`src/rtl/rc5rx_pkg.sv`:
```
package rc5rx_pkg;
    localparam int FRAME_BITS = 14;
    localparam int ADDR_BITS  = 5;
    localparam int CMD_BITS   = 6;
    localparam int TOG_POS    = CMD_BITS + ADDR_BITS;

    typedef enum logic [1:0] {
        ST_IDLE    = 2'd0,
        ST_CONFIRM = 2'd1,
        ST_SAMPLE  = 2'd2,
        ST_HOLD    = 2'd3
    } rx_state_t;
endpackage

```
`src/rtl/rc5_fall_detect.sv`:
```
module rc5_fall_detect (
    input  logic clk,
    input  logic rst_n,
    input  logic line,
    output logic fall
);
    logic prev_q;

    always_ff @(posedge clk or negedge rst_n) begin
        if (!rst_n) prev_q <= 1'b1;
        else        prev_q <= line;
    end

    assign fall = prev_q & ~line;
endmodule

```
`src/rtl/rc5_interval_timer.sv`:
```
module rc5_interval_timer #(
    parameter int W = 14
) (
    input  logic         clk,
    input  logic         rst_n,
    input  logic         load,
    input  logic [W-1:0] load_val,
    output logic         expired
);
    logic [W-1:0] cnt_q;

    always_ff @(posedge clk or negedge rst_n) begin
        if (!rst_n)            cnt_q <= '0;
        else if (load)         cnt_q <= load_val;
        else if (cnt_q != '0)  cnt_q <= cnt_q - 1'b1;
    end

    assign expired = (cnt_q == '0);
endmodule

```
`src/rtl/rc5_bit_shifter.sv`:
```
module rc5_bit_shifter #(
    parameter int N = 14,
    localparam int CW = $clog2(N + 1)
) (
    input  logic          clk,
    input  logic          rst_n,
    input  logic          init,
    input  logic          shift,
    input  logic          clear,
    input  logic          din,
    output logic [N-1:0]  word,
    output logic [CW-1:0] count
);
    always_ff @(posedge clk or negedge rst_n) begin
        if (!rst_n) begin
            word  <= '0;
            count <= '0;
        end else if (init) begin
            word  <= {{(N-1){1'b0}}, 1'b1};
            count <= CW'(1);
        end else if (shift) begin
            word  <= {word[N-2:0], din};
            count <= count + 1'b1;
        end else if (clear) begin
            count <= '0;
        end
    end

    assert_count_bound_R4: assert property (@(posedge clk) disable iff (!rst_n)
        count <= CW'(N));

    assert_shift_order_R4: assert property (@(posedge clk) disable iff (!rst_n)
        (shift && !init) |=> (word[0] == $past(din)));
endmodule

```
`src/rtl/rc5_frame_receiver.sv`:
```
module rc5_frame_receiver
    import rc5rx_pkg::*;
#(
    parameter int BIT_CYC     = 14224,
    parameter int CONFIRM_CYC = 10816,
    parameter int FIRST_CYC   = 6968
) (
    input  logic                  clk,
    input  logic                  rst_n,
    input  logic                  rx_line,
    input  logic                  rearm,
    output logic                  frame_valid,
    output logic                  frame_pending,
    output logic [FRAME_BITS-1:0] frame_word,
    output logic                  toggle,
    output logic [ADDR_BITS-1:0]  address,
    output logic [CMD_BITS-1:0]   command
);
    localparam int MAX_AB = (BIT_CYC > CONFIRM_CYC) ? BIT_CYC : CONFIRM_CYC;
    localparam int MAX_C  = (MAX_AB > FIRST_CYC) ? MAX_AB : FIRST_CYC;
    localparam int CNT_W  = $clog2(MAX_C + 1);
    localparam int BC_W   = $clog2(FRAME_BITS + 1);
    localparam logic [CNT_W-1:0] LD_CONFIRM = CNT_W'(CONFIRM_CYC - 1);
    localparam logic [CNT_W-1:0] LD_FIRST   = CNT_W'(FIRST_CYC - 1);
    localparam logic [CNT_W-1:0] LD_BIT     = CNT_W'(BIT_CYC - 1);
    localparam logic [BC_W-1:0]  LAST_IDX   = BC_W'(FRAME_BITS - 1);

    rx_state_t        state_q, state_d;
    logic             fall;
    logic             tmr_load, tmr_expired;
    logic [CNT_W-1:0] tmr_val;
    logic             sh_init, sh_shift, sh_clear;
    logic [BC_W-1:0]  bit_count;
    logic             done;
    logic             valid_q;

    rc5_fall_detect u_fall (
        .clk   (clk),
        .rst_n (rst_n),
        .line  (rx_line),
        .fall  (fall)
    );

    rc5_interval_timer #(.W(CNT_W)) u_timer (
        .clk      (clk),
        .rst_n    (rst_n),
        .load     (tmr_load),
        .load_val (tmr_val),
        .expired  (tmr_expired)
    );

    rc5_bit_shifter #(.N(FRAME_BITS)) u_shift (
        .clk   (clk),
        .rst_n (rst_n),
        .init  (sh_init),
        .shift (sh_shift),
        .clear (sh_clear),
        .din   (~rx_line),
        .word  (frame_word),
        .count (bit_count)
    );

    // Next state and datapath control
    always_comb begin
        state_d  = state_q;
        tmr_load = 1'b0;
        tmr_val  = LD_BIT;
        sh_init  = 1'b0;
        sh_shift = 1'b0;
        sh_clear = 1'b0;
        done     = 1'b0;
        unique case (state_q)
            ST_IDLE: begin
                if (fall) begin
                    state_d  = ST_CONFIRM;
                    tmr_load = 1'b1;
                    tmr_val  = LD_CONFIRM;
                end
            end
            ST_CONFIRM: begin
                if (tmr_expired) begin
                    if (rx_line) begin
                        state_d  = ST_SAMPLE;
                        tmr_load = 1'b1;
                        tmr_val  = LD_FIRST;
                        sh_init  = 1'b1;
                    end else begin
                        state_d  = ST_IDLE;
                    end
                end
            end
            ST_SAMPLE: begin
                if (tmr_expired) begin
                    sh_shift = 1'b1;
                    if (bit_count == LAST_IDX) begin
                        state_d = ST_HOLD;
                        done    = 1'b1;
                    end else begin
                        tmr_load = 1'b1;
                        tmr_val  = LD_BIT;
                    end
                end
            end
            ST_HOLD: begin
                if (rearm) begin
                    state_d  = ST_IDLE;
                    sh_clear = 1'b1;
                end
            end
            default: state_d = ST_IDLE;
        endcase
    end

    // State register
    always_ff @(posedge clk or negedge rst_n) begin
        if (!rst_n) begin
            state_q <= ST_IDLE;
            valid_q <= 1'b0;
        end else begin
            state_q <= state_d;
            valid_q <= done;
        end
    end

    // Outputs
    always_comb begin
        frame_valid   = valid_q;
        frame_pending = (state_q == ST_HOLD);
        toggle        = frame_word[TOG_POS];
        address       = frame_word[TOG_POS-1:CMD_BITS];
        command       = frame_word[CMD_BITS-1:0];
    end

    assert_reject_R2: assert property (@(posedge clk) disable iff (!rst_n)
        (state_q == ST_CONFIRM && tmr_expired && !rx_line) |=> (state_q == ST_IDLE && !frame_valid));

    assert_valid_single_R6: assert property (@(posedge clk) disable iff (!rst_n)
        frame_valid |=> !frame_valid);

    assert_valid_full_R6: assert property (@(posedge clk) disable iff (!rst_n)
        frame_valid |-> (frame_pending && bit_count == BC_W'(FRAME_BITS)));

    assert_hold_sticky_R7: assert property (@(posedge clk) disable iff (!rst_n)
        (frame_pending && !rearm) |=> (frame_pending && $stable(frame_word)));

    assert_rearm_clears_R8: assert property (@(posedge clk) disable iff (!rst_n)
        (frame_pending && rearm) |=> (!frame_pending && state_q == ST_IDLE));
endmodule

```
`config.mk`:
```
export PLATFORM = sky130hd
export DESIGN_NAME = rc5_frame_receiver
export DESIGN_NICKNAME = d
export VERILOG_FILES = /design/src/rtl/rc5rx_pkg.sv /design/src/rtl/rc5_fall_detect.sv /design/src/rtl/rc5_interval_timer.sv /design/src/rtl/rc5_bit_shifter.sv /design/src/rtl/rc5_frame_receiver.sv
export SDC_FILE = /design/constraint.sdc
export NUM_CORES = 1
export LEC_CHECK = 0
export BUFFER_PORTS_ARGS = -buffer_cell sky130_fd_sc_hd__buf_2
export CORE_MARGIN = 1.5
export CORE_UTILIZATION = 45
export CTS_BUF_LIST = sky130_fd_sc_hd__clkbuf_4 sky130_fd_sc_hd__clkbuf_8
export CTS_CLUSTER_DIAMETER = 50
export CTS_CLUSTER_SIZE = 40
export DETAILED_ROUTE_END_ITERATION = 8
export GPL_TIMING_DRIVEN = 0
export PLACE_DENSITY = 0.62
export SETUP_SLACK_MARGIN = 0.3
export SLEW_MARGIN = 10
export SYNTH_ARGS = -nofsm -noshare
export SYNTH_HDL_FRONTEND = slang
export SYNTH_SLANG_ARGS = --single-unit
```
`constraint.sdc`:
```
create_clock -name clk -period 4 [get_ports clk]
set_clock_uncertainty 0.2 [all_clocks]
set_input_delay 0.8 -clock clk [delete_from_list [all_inputs] [get_ports clk]]
set_output_delay 0.8 -clock clk [all_outputs]
set_load 0.05 [all_outputs]
```
==> results of run 1 <==
==> placed cells by master (no fill, tap or decap), types with 2 or more instances in the layout <==
master / n
sky130_fd_sc_hd__or4_1: 5
sky130_fd_sc_hd__a21oi_1: 10
sky130_fd_sc_hd__nor4_1: 2
sky130_fd_sc_hd__clkbuf_8: 5
sky130_fd_sc_hd__nor3_1: 3
sky130_fd_sc_hd__dfrtp_1: 35
sky130_fd_sc_hd__nand2_1: 25
sky130_fd_sc_hd__or3_1: 2
sky130_fd_sc_hd__nand4_1: 4
sky130_fd_sc_hd__o21ai_0: 4
sky130_fd_sc_hd__xnor2_1: 4
sky130_fd_sc_hd__and4_1: 2
sky130_fd_sc_hd__and2_1: 3
sky130_fd_sc_hd__nor2_1: 7
sky130_fd_sc_hd__nand3_1: 5
sky130_fd_sc_hd__buf_4: 15
sky130_fd_sc_hd__nand3b_1: 2
sky130_fd_sc_hd__o211ai_1: 4
sky130_fd_sc_hd__ha_1: 4
sky130_fd_sc_hd__xor2_1: 2
sky130_fd_sc_hd__buf_2: 31
sky130_fd_sc_hd__clkbuf_1: 3
sky130_fd_sc_hd__inv_1: 3
sky130_fd_sc_hd__a22o_1: 6
sky130_fd_sc_hd__nor4_2: 2
sky130_fd_sc_hd__o21ai_1: 9
sky130_fd_sc_hd__nand2b_1: 4
==> cells in the mapped netlist (5+ instances only) <==
library cell              number  area, um2
sky130_fd_sc_hd__dfrtp_1      35      875.8
sky130_fd_sc_hd__nand2_1      25      93.84
sky130_fd_sc_hd__nor2_1        7      26.28
sky130_fd_sc_hd__nand3_1       5      25.02
sky130_fd_sc_hd__a21oi_1      10      50.05
sky130_fd_sc_hd__o21ai_1       9      45.04
sky130_fd_sc_hd__buf_4        15      112.6
sky130_fd_sc_hd__or4_1         5      37.54
sky130_fd_sc_hd__a22o_1        6      52.55
==> per-layer routing <==
metal	GRT usage, %	share of wire (%)	routed length [um]	vias up
li1	-	-	-	766
met1	27.34	48	2030	767
met2	28.52	46	1928	37
met3	4.934	4.1	172	5
met4	7.500	1.3	54	0
met5	0	0	0	-
==> stage by stage <==
step / utilization [%] / hold slack, ns
2_1_floorplan: - / 0.2441
3_3_place_gp: 52.76 / 0.2742
6_report: 55.50 / 0.2852
3_5_place_dp: 52.76 / 0.2722
5_1_grt: 55.50 / 0.2994
4_1_cts: 55.50 / 0.2842
==> area by class of cell <==
| class | count | area share, % |
|---|---|---|
| Buffer | 21 | 7.000 |
| Sequential cell | 36 | 40.06 |
| Multi-Input combinational cell | 133 | 37.83 |
| Timing Repair Buffer | 31 | 6.889 |
| Tap cell | 50 | 2.778 |
| Inverter | 3 | 0.5000 |
| Clock buffer | 5 | 3.056 |
| Clock inverter | 3 | 1.889 |
==> logic make-up after synthesis <==
group,Yosys count
buffers and inverters,24
flip-flops,36
adder cells (fa/ha/maj),4
AO/OA/AOI/OAI,43
AND/OR/NAND/NOR,80
XOR/XNOR,6
==> flip-flops by register name, summed over array words and instances, names as in the netlist, named ones only <==
| name | count |
|---|---|
| state_q | 1 |
| frame_valid | 1 |
| u_fall.prev_q | 1 |
| u_timer.cnt_q | 14 |
| u_shift.count | 4 |
| u_shift.word | 14 |
==> report_power, final <==
part	total, mW	switching, mW	leakage, nW	internal (mW)
registers	0.481	0.0660	0.407	0.415
logic	0.190	0.0956	0.549	0.0949
clock network	0.318	0.134	0.0541	0.184
total	0.990	0.296	1.01	0.694
==> worst max path at each step <==
stage | slack, ns | depth (start not counted) | startpoint | end
2_1_floorplan | 1.87 | 5 | rx_line | u_shift.word[10]
3_3_place_gp | 1.47 | 6 | rx_line | u_shift.word[12]
3_5_place_dp | 1.45 | 6 | rx_line | u_shift.word[10]
4_1_cts | 1.47 | 7 | u_timer.cnt_q[0] | u_shift.word[13]
5_1_grt | 1.29 | 7 | u_timer.cnt_q[0] | u_shift.word[13]
6_report | 1.47 | 7 | u_timer.cnt_q[0] | u_shift.word[13]
==> implementation parameters, run 1 <==
Parameter                              Value

Critical path
  Crit-path max FO    7
  Number of buffers and inverters on the critical path    2
  Type of origin of the critical path    flop
  Crit path max-delay cell type    sky130_fd_sc_hd__nor4b_2
  Critical Path, Cell by Cell    inv_1 > ha_1 > nor4b_2 > nand4_1 > and2_1 > clkbuf_1 > a22o_1
  Largest incremental delay on the critical path    0.46 ns
  Capture point of the worst reg-to-reg path    u_shift.word[13]
  Worst setup path category    reg -> reg
  Worst setup slack for register-to-register paths    roughly 1.5 ns
  Startpoint of the worst-slack reg-to-reg timing path    u_timer.cnt_q[0]
  Delay-heaviest family, CP    simple AND/OR/NAND/NOR gates
  Endpoint kind of the worst setup timing path    flop
  WP data required    3.98 ns
  Arrival time reported for the critical path endpoint    2.52 ns
  Reg2Reg Depth    7

Layout
  Number of fill cells in the layout    between 300 and 400
  Area of the multi-input gates    852.1 um2
  Synth-to-layout area growth    17.11%
  Number of cells in the finished layout apart from fillers    282
  Final cell area excluding filler cells    around 0.0023 mm2
  Fraction of final layout cells with drive strength greater than 1    between 20 and 30%
  Number of nets in the finished design    239
  N_diodes    0
  Sequential cell area    902.1 um2

STA
  Post-layout minimum cycle time    2.532 ns
  Slew margin rel.    46.24%
  Post-layout worst setup margin    1.468 ns
  Unrepaired setup endpoints after global routing    no
  Highest achievable clock rate    394.9 MHz
  Final setup fails    0
  Final hold violation count    0
  Period utilisation layout    63.30%
  Fin Setup TNS    0 ns
  Final max-slew violation count    0
  Pin slew with the least headroom to its limit    0.8064 ns

Drt
  Detailed-route vias per instance    5.585
  Residual DRC count    0
  Post-DRT Antenna Nets    0
  Initial DRC Count    74
  Detailed-routing iteration count for the pre-antenna-repair pass    4
  Wire per inst    14.84 um
  DR vias    1,575
  Final Routed Wirelength    4186 um

Placed design
  Cell count after placement    274
  Count of port buffers added during placement    31
  Instance area after placement    0.002141 mm2
  Setup Slack @ Placement    1.450 ns
  HPWL after detailed placement    2992 um
  GP Congestion    about 0.84

Yosys
  Multiplexer area fraction after synthesis    0%
  Predominant post-synthesis flop cell    sky130_fd_sc_hd__dfrtp_1
  XOR/XNOR share of the synthesized area    2.733%
  Number of instances in the synthesized netlist    193
  Area fraction in and, or, nand and nor cells after synthesis    about a quarter
  Number of flops mapped to enable cells by yosys    0
  Register bit count reported by yosys    36
  Seq/Total Area, Yosys    about 47%
  Area fraction in compound gates after synthesis    between 10% and 20%
  Adder and majority gate portion of the synthesized area    2.602%
  Share of synthesized flip-flops with an asynchronous set or reset    100.0%
  Number of warnings printed during yosys synthesis    0
  Post-Syn Nets    201
  Combinational family with the most area after synthesis    simple AND/OR/NAND/NOR gates
  Total standard cell area after synthesis    0.001923 mm2
  Average size of a mapped cell    9.964 um2
  Number of distinct library cells after synthesis    53

Global routing
  Initial antenna violation count    0
  GRT Util Overall    roughly a fifth
  Overall overflow remaining after global route    0
  Largest net degree at the start of global routing    37
  Vias in the first global route    about 1,400
  Global-route wire length before repair    6548 um

Power
  Maximum vdd ir drop    0.3240 mV
  Overall power consumption    around 0.99 mW
  Power density relative to cell area    439.5 mW/mm2
  Static leakage power    1.010 nW

Hold path
  Worst hold path type    reg -> reg
  Cell depth of the worst hold path    1
  Capture endpoint of the worst hold path    u_shift.count[3]
  Hold path start    u_shift.count[3]

Clock network
  Total CTS buffers    5
  Cts-stage hold buffer count    0
  Number of levels the H-tree was split into    2
  Root buffer selected by CTS    sky130_fd_sc_hd__clkbuf_8
  Clk sink count    36
  Clock insertion delay at the later pin of the skew report    0.29 ns
  CTS tree    done
  Buffer count from post-CTS setup fixing    0
  Clock-pin transition on the worst setup and hold timing paths    0.07 ns
  Max clock buf depth    2
  Number of gates resized after CTS    0

Outcome
  Status    complete, no violations

Die
  Number of placement rows    23
  Total Die Area    0.004674 mm2
  Die W    around 70 um
  Core Region    0.004058 mm2
  Die Span Y    about 68 um
  I/O pin count    32
  Initial standard-cell utilization of the core    a little under half

Job
  Number of violations of the max-capacitance limit    0
(Power assumes the default switching activity.)
==> run 2, diff against run 1 <==
- PLACE_DENSITY: 0.62 -> 0.65
- clock period: 4 -> 2.2 ns (I/O delays scaled with it)
==> run 2 against run 1 <==
Register-to-register slack worse by 1.4 ns. Global-route usage is 2.8 points higher. Via count is 7.2% higher. Clock-buffer cell count is 1 higher. Cell count is 9.2% higher. Non-clock buffer count is 26 higher. Clock power is 86% higher. Highest routed layer unchanged.
==> implementation parameters, run 2 (synthesis results as in run 1) <==
Parameter                              Value

Clock network
  Clock-pin transition on the worst setup and hold timing paths    0.07 ns
  Cts-stage hold buffer count    0
  Max clock buf depth    2
  Total CTS buffers    5
  Number of levels the H-tree was split into    2
  Clk sink count    36
  CTS tree    done
  Clock insertion delay at the later pin of the skew report    about 0.29 ns
  Root buffer selected by CTS    sky130_fd_sc_hd__clkbuf_8

Placed design
  Cell count after placement    274
  HPWL after detailed placement    2753 um
  Count of port buffers added during placement    31
  GP Congestion    0.8230
  Instance area after placement    ~0.0022 mm2
  Setup Slack @ Placement    -0.06911 ns

Die
  Die W    about 68 um
  Die Span Y    68.37 um
  Total Die Area    0.004674 mm2
  Initial standard-cell utilization of the core    between 40% and 50%
  Core Region    0.004058 mm2
  Number of placement rows    23
  I/O pin count    32

Power
  Power density relative to cell area    754.3 mW/mm2
  Maximum vdd ir drop    0.4221 mV
  Overall power consumption    approximately 2.1 mW
  Static leakage power    1.262 nW

Critical path
  Worst setup path category    reg -> reg
  Reg2Reg Depth    9
  Crit-path max FO    6
  WP data required    2.21 ns
  Endpoint kind of the worst setup timing path    flop
  Startpoint of the worst-slack reg-to-reg timing path    u_timer.cnt_q[0]
  Type of origin of the critical path    flop
  Arrival time reported for the critical path endpoint    approximately 2.2 ns
  Origin of the worst setup path    u_timer.cnt_q[0]

Layout
  Largest regs    u_shift.word x14, u_timer.cnt_q x14, u_shift.count x4
  N_diodes    0
  Most common cell after layout, fill and taps aside    sky130_fd_sc_hd__dfrtp_1
  Number of fill cells in the layout    295
  Number of nets in the finished design    265
  Number of cells in the finished layout apart from fillers    308
  Post-layout util    ~68%
  Synth-to-layout area growth    44.24%
  Final cell area excluding filler cells    0.002774 mm2
  Fraction of final layout cells with drive strength greater than 1    50.78%
  Highest-count cells in the layout ignoring fill and taps    sky130_fd_sc_hd__dfrtp_1 (33), sky130_fd_sc_hd__buf_2 (31), sky130_fd_sc_hd__buf_4 (30)

Global routing
  Vias in the first global route    1,557
  Global-route wire length before repair    7548 um
  Global routing usage on met2    between 30% and 40%
  Met3 Track Usage GR    4.934%
  Largest net degree at the start of global routing    37
  Layer with the highest usage after global routing    met2
  Overall overflow remaining after global route    0
  Initial antenna violation count    0
  GRT Util Overall    22.26%
  M1 GR Usage    ~29%

STA
  Final hold violation count    0
  Minimum hold slack    a little over 0.02 ns
  Fin Setup TNS    0 ns
  Post-layout worst setup margin    0.02437 ns
  Period utilisation layout    a little under 100%
  Highest achievable clock rate    459.6 MHz
  Pin slew with the least headroom to its limit    0.7882 ns
  Unrepaired setup endpoints after global routing    yes
  Post-layout minimum cycle time    2.176 ns
  Final max-slew violation count    0
  Slew margin rel.    47.46%
  Final setup fails    0

Hold path
  Worst hold path type    in -> async

Drt
  Final Routed Wirelength    approximately 4800 um
  Initial DRC Count    106
  DR vias    1,689
  Detailed-routing iteration count for the pre-antenna-repair pass    4
  Residual DRC count    0
  Post-DRT Antenna Nets    0
  Wire per inst    15.63 um
  Detailed-route vias per instance    ~5.5

Job
  Number of violations of the max-capacitance limit    0

Outcome
  Status    complete, no violations
run 2: cell count changes in the layout (fill, tap and decap cells not counted), sizes merged:
cell / delta
clkbuf: -1
buf: +28
clkinvlp: -1
run 2: final timing paths:
check / to / slack [ns]
max: u_timer.cnt_q[12] / 0.02
min: u_timer.cnt_q[0] / 0.02
max reg2reg: u_timer.cnt_q[12] / 0.02
min reg2reg: u_shift.count[3] / 0.30
max in group asynchronous: u_timer.cnt_q[7] / 1.23
min in group clk: u_fall.prev_q / 0.08
run 2: layout make-up:
cell class                      count  area (um2)  area share [%]
Buffer                             21       197.7           7.127
Clock buffer                        6       76.32           2.751
Clock inverter                      2       35.03           1.263
Inverter                            3       11.26          0.4060
Multi-Input combinational cell    133        1069           38.52
Sequential cell                    36       904.6           32.61
Tap cell                           50       62.56           2.255
Timing Repair Buffer               57       417.9           15.07
run 2: critical path, stage by stage (launching register included):
cell,delay (ns)
sky130_fd_sc_hd__dfrtp_1,0.41
sky130_fd_sc_hd__inv_2,0.12
sky130_fd_sc_hd__ha_4,0.13
sky130_fd_sc_hd__nor4b_4,0.36
sky130_fd_sc_hd__and4b_1,0.31
sky130_fd_sc_hd__buf_6,0.18
sky130_fd_sc_hd__buf_8,0.15
sky130_fd_sc_hd__buf_6,0.10
sky130_fd_sc_hd__nand2_4,0.04
sky130_fd_sc_hd__o21ai_2,0.08
run 2: repair_timing:
item,CTS,global route
setup buffers,18,6
resized for setup,39,27
pin swaps,18,13
cloned,2,0
endpoints found under the setup margin,33,34
run 2: layer usage:
layer / part of all wire [%] / wire [um]
met5: 0 / 0
met3: 3.7 / 179
met1: 46 / 2211
met2: 48 / 2316
met4: 2.2 / 106
run 2: where the power goes:
group / internal, mW / switching [mW] / leakage, nW
registers: 0.757 / 0.131 / 0.405
clock network: 0.349 / 0.242 / 0.0586
logic: 0.317 / 0.297 / 0.798
total: 1.42 / 0.670 / 1.26
==> run 3, diff against run 2 <==
==> constraint.sdc (replaced) <==
create_clock -name clk -period 2.2 [get_ports clk]
set_clock_uncertainty 0.2 [all_clocks]
set_input_delay 0.11 -clock clk [delete_from_list [all_inputs] [get_ports clk]]
set_output_delay 0.11 -clock clk [all_outputs]
set_load 0.05 [all_outputs]
==> run 3 against run 2 <==
Sequential share of layout area fell by 0.32 points. Non-clock buffer count grew 3. Largest power group unchanged. Design area grew 0.99%. Core utilization rose by 0.68 points. Critical endpoint unchanged.
==> implementation parameters, run 3 (synthesis results as in run 1) <==
Parameter                              Value

Outcome
  Status    complete, no violations

Die
  I/O pin count    32
  Die W    68.37 um
  Total Die Area    0.004674 mm2
  Initial standard-cell utilization of the core    47.39%
  Die Span Y    68.37 um
  Core Region    0.004058 mm2
  Number of placement rows    23

Drt
  DR vias    1,703
  Residual DRC count    0
  Wire per inst    15.45 um
  Final Routed Wirelength    between 4000 and 5000 um
  Detailed-routing iteration count for the pre-antenna-repair pass    4
  Initial DRC Count    87
  Detailed-route vias per instance    5.476
  Post-DRT Antenna Nets    0

Power
  Overall power consumption    2.093 mW
  Proportion of power drawn by combinational gates    29.5%
  Clock share of power    28.1%
  Sequential Power Share    42.4%
  Power density relative to cell area    about 750 mW/mm2
  Maximum vdd ir drop    0.4223 mV
  Static leakage power    1.275 nW
  Proportion of total power due to net switching    31.87%
  Power spent charging and discharging nets    around 0.67 mW
  Cell internal power dissipation    around 1.4 mW

STA
  Highest achievable clock rate    around 460 MHz
  Final hold violation count    0
  Minimum hold slack    0.2330 ns
  Slew margin rel.    47.26%
  Pin slew with the least headroom to its limit    0.7911 ns
  Unrepaired setup endpoints after global routing    yes
  Final setup fails    0
  Post-layout minimum cycle time    2.176 ns
  Final max-slew violation count    0
  Period utilisation layout    98.89%

Global routing
  Largest net degree at the start of global routing    37
  GRT Util Overall    22.40%
  Vias in the first global route    1,580
  Initial antenna violation count    0
  Overall overflow remaining after global route    0
  Global-route wire length before repair    roughly 7600 um

Placed design
  Count of port buffers added during placement    31
  HPWL after detailed placement    2753 um
  GP Congestion    between 0.8 and 0.9
  Cell count after placement    between 200 and 300

Clock network
  Clk sink count    36
  Clock insertion delay at the later pin of the skew report    a little under 0.3 ns
  Max clock buf depth    2
  CTS tree    done
  Number of levels the H-tree was split into    2
  Total CTS buffers    5
  Root buffer selected by CTS    sky130_fd_sc_hd__clkbuf_8
  Clock-pin transition on the worst setup and hold timing paths    approximately 0.07 ns

Job
  Number of violations of the max-capacitance limit    0

Critical path
  Crit-path max FO    6
  Arrival time reported for the critical path endpoint    between 2 and 2.5 ns
  Endpoint kind of the worst setup timing path    flop
  Crit-path most repeated cell    sky130_fd_sc_hd__buf_6
  Largest incremental delay on the critical path    0.41 ns
  Worst setup path category    reg -> reg
  Startpoint of the worst-slack reg-to-reg timing path    u_timer.cnt_q[0]
  Number of buffers and inverters on the critical path    4
  Delay-heaviest family, CP    simple AND/OR/NAND/NOR gates
  Capture point of the worst reg-to-reg path    u_timer.cnt_q[12]
  WP data required    around 2.2 ns
  Critical Path, Cell by Cell    inv_2 > ha_4 > nor4b_4 > and4b_1 > buf_6 > buf_8 > buf_6 > nand2_4 > o21ai_2
  Type of origin of the critical path    flop
  Worst setup slack for register-to-register paths    0.02 ns
  Reg2Reg Depth    9
  Crit path max-delay cell type    sky130_fd_sc_hd__dfrtp_1

Layout
  Synth-to-layout area growth    45.67%
  Most common cell after layout, fill and taps aside    sky130_fd_sc_hd__dfrtp_1
  Number of fill cells in the layout    291
  Fraction of final layout cells with drive strength greater than 1    50.19%
  Highest-count cells in the layout ignoring fill and taps    sky130_fd_sc_hd__dfrtp_1 (33), sky130_fd_sc_hd__buf_2 (32), sky130_fd_sc_hd__buf_4 (29)
  Largest regs    u_shift.word x14, u_timer.cnt_q x14, u_shift.count x4
  N_diodes    0
  Number of nets in the finished design    268
  Post-layout util    roughly 70%
  Number of cells in the finished layout apart from fillers    311

Hold path
  Worst hold path type    in -> async
run 3: what timing repair did:
item                                    in CTS  in global routing
gates resized for setup                     39                 25
gates cloned                                 2                  0
hold endpoints to repair                    39                  0
pin swaps                                   18                 13
setup buffers                               18                  6
hold buffers                                 3                  0
endpoints found under the setup margin      33                 33
run 3: worst max path at each step:
stage | start | end | slack (ns) | cells after the start
2_1_floorplan | u_timer.cnt_q[7] | u_timer.cnt_q[10] | 0.12 | 4
3_3_place_gp | u_timer.cnt_q[9] | u_shift.word[8] | -0.09 | 5
3_5_place_dp | u_timer.cnt_q[9] | u_shift.word[13] | -0.07 | 5
4_1_cts | u_timer.cnt_q[5] | u_timer.cnt_q[10] | 0.06 | 4
5_1_grt | u_timer.cnt_q[0] | u_timer.cnt_q[12] | -0.05 | 9
6_report | u_timer.cnt_q[0] | u_timer.cnt_q[12] | 0.02 | 9
run 3: cell type report:
class	count	area [um2]	share of cell area, %
Inverter	3	11.26	0.4020
Timing Repair Buffer	60	445.4	15.90
Clock inverter	2	35.03	1.251
Multi-Input combinational cell	133	1069	38.14
Buffer	21	197.7	7.057
Tap cell	50	62.56	2.233
Clock buffer	6	76.32	2.724
Sequential cell	36	904.6	32.29
run 3: power by group through the flow:
stage / combinational, mW / clock [mW] / sequential, mW
after CTS: 0.547 / 0.597 / 0.870
after global placement: 0.340 / 0 / 0.887
after global routing: 0.674 / 0.632 / 0.894
after detailed placement: 0.346 / 0 / 0.889
final: 0.619 / 0.587 / 0.888
after floorplan: 0.278 / 0 / 0.867
run 3: through the flow:
step | area [um2] | setup slack (ns) | TNS, ns
floorplan | 1944 | 0.1169 | 0
global placement | 2162 | -0.09005 | -0.5774
detailed placement | 2162 | -0.06911 | -0.4191
CTS | 2638 | 0.05642 | 0
global route | 2801 | -0.04794 | -0.2851
finish | 2801 | 0.02446 | 0
run 3: metal layers:
layer,part of all wire [%],up-vias,wire [um],GRT usage [%]
met4,2.2,0,105,6.750
met3,3.5,11,167,4.934
met5,0,-,0,0
met2,48,34,2315,37.14
li1,-,824,-,-
met1,46,834,2217,29.16
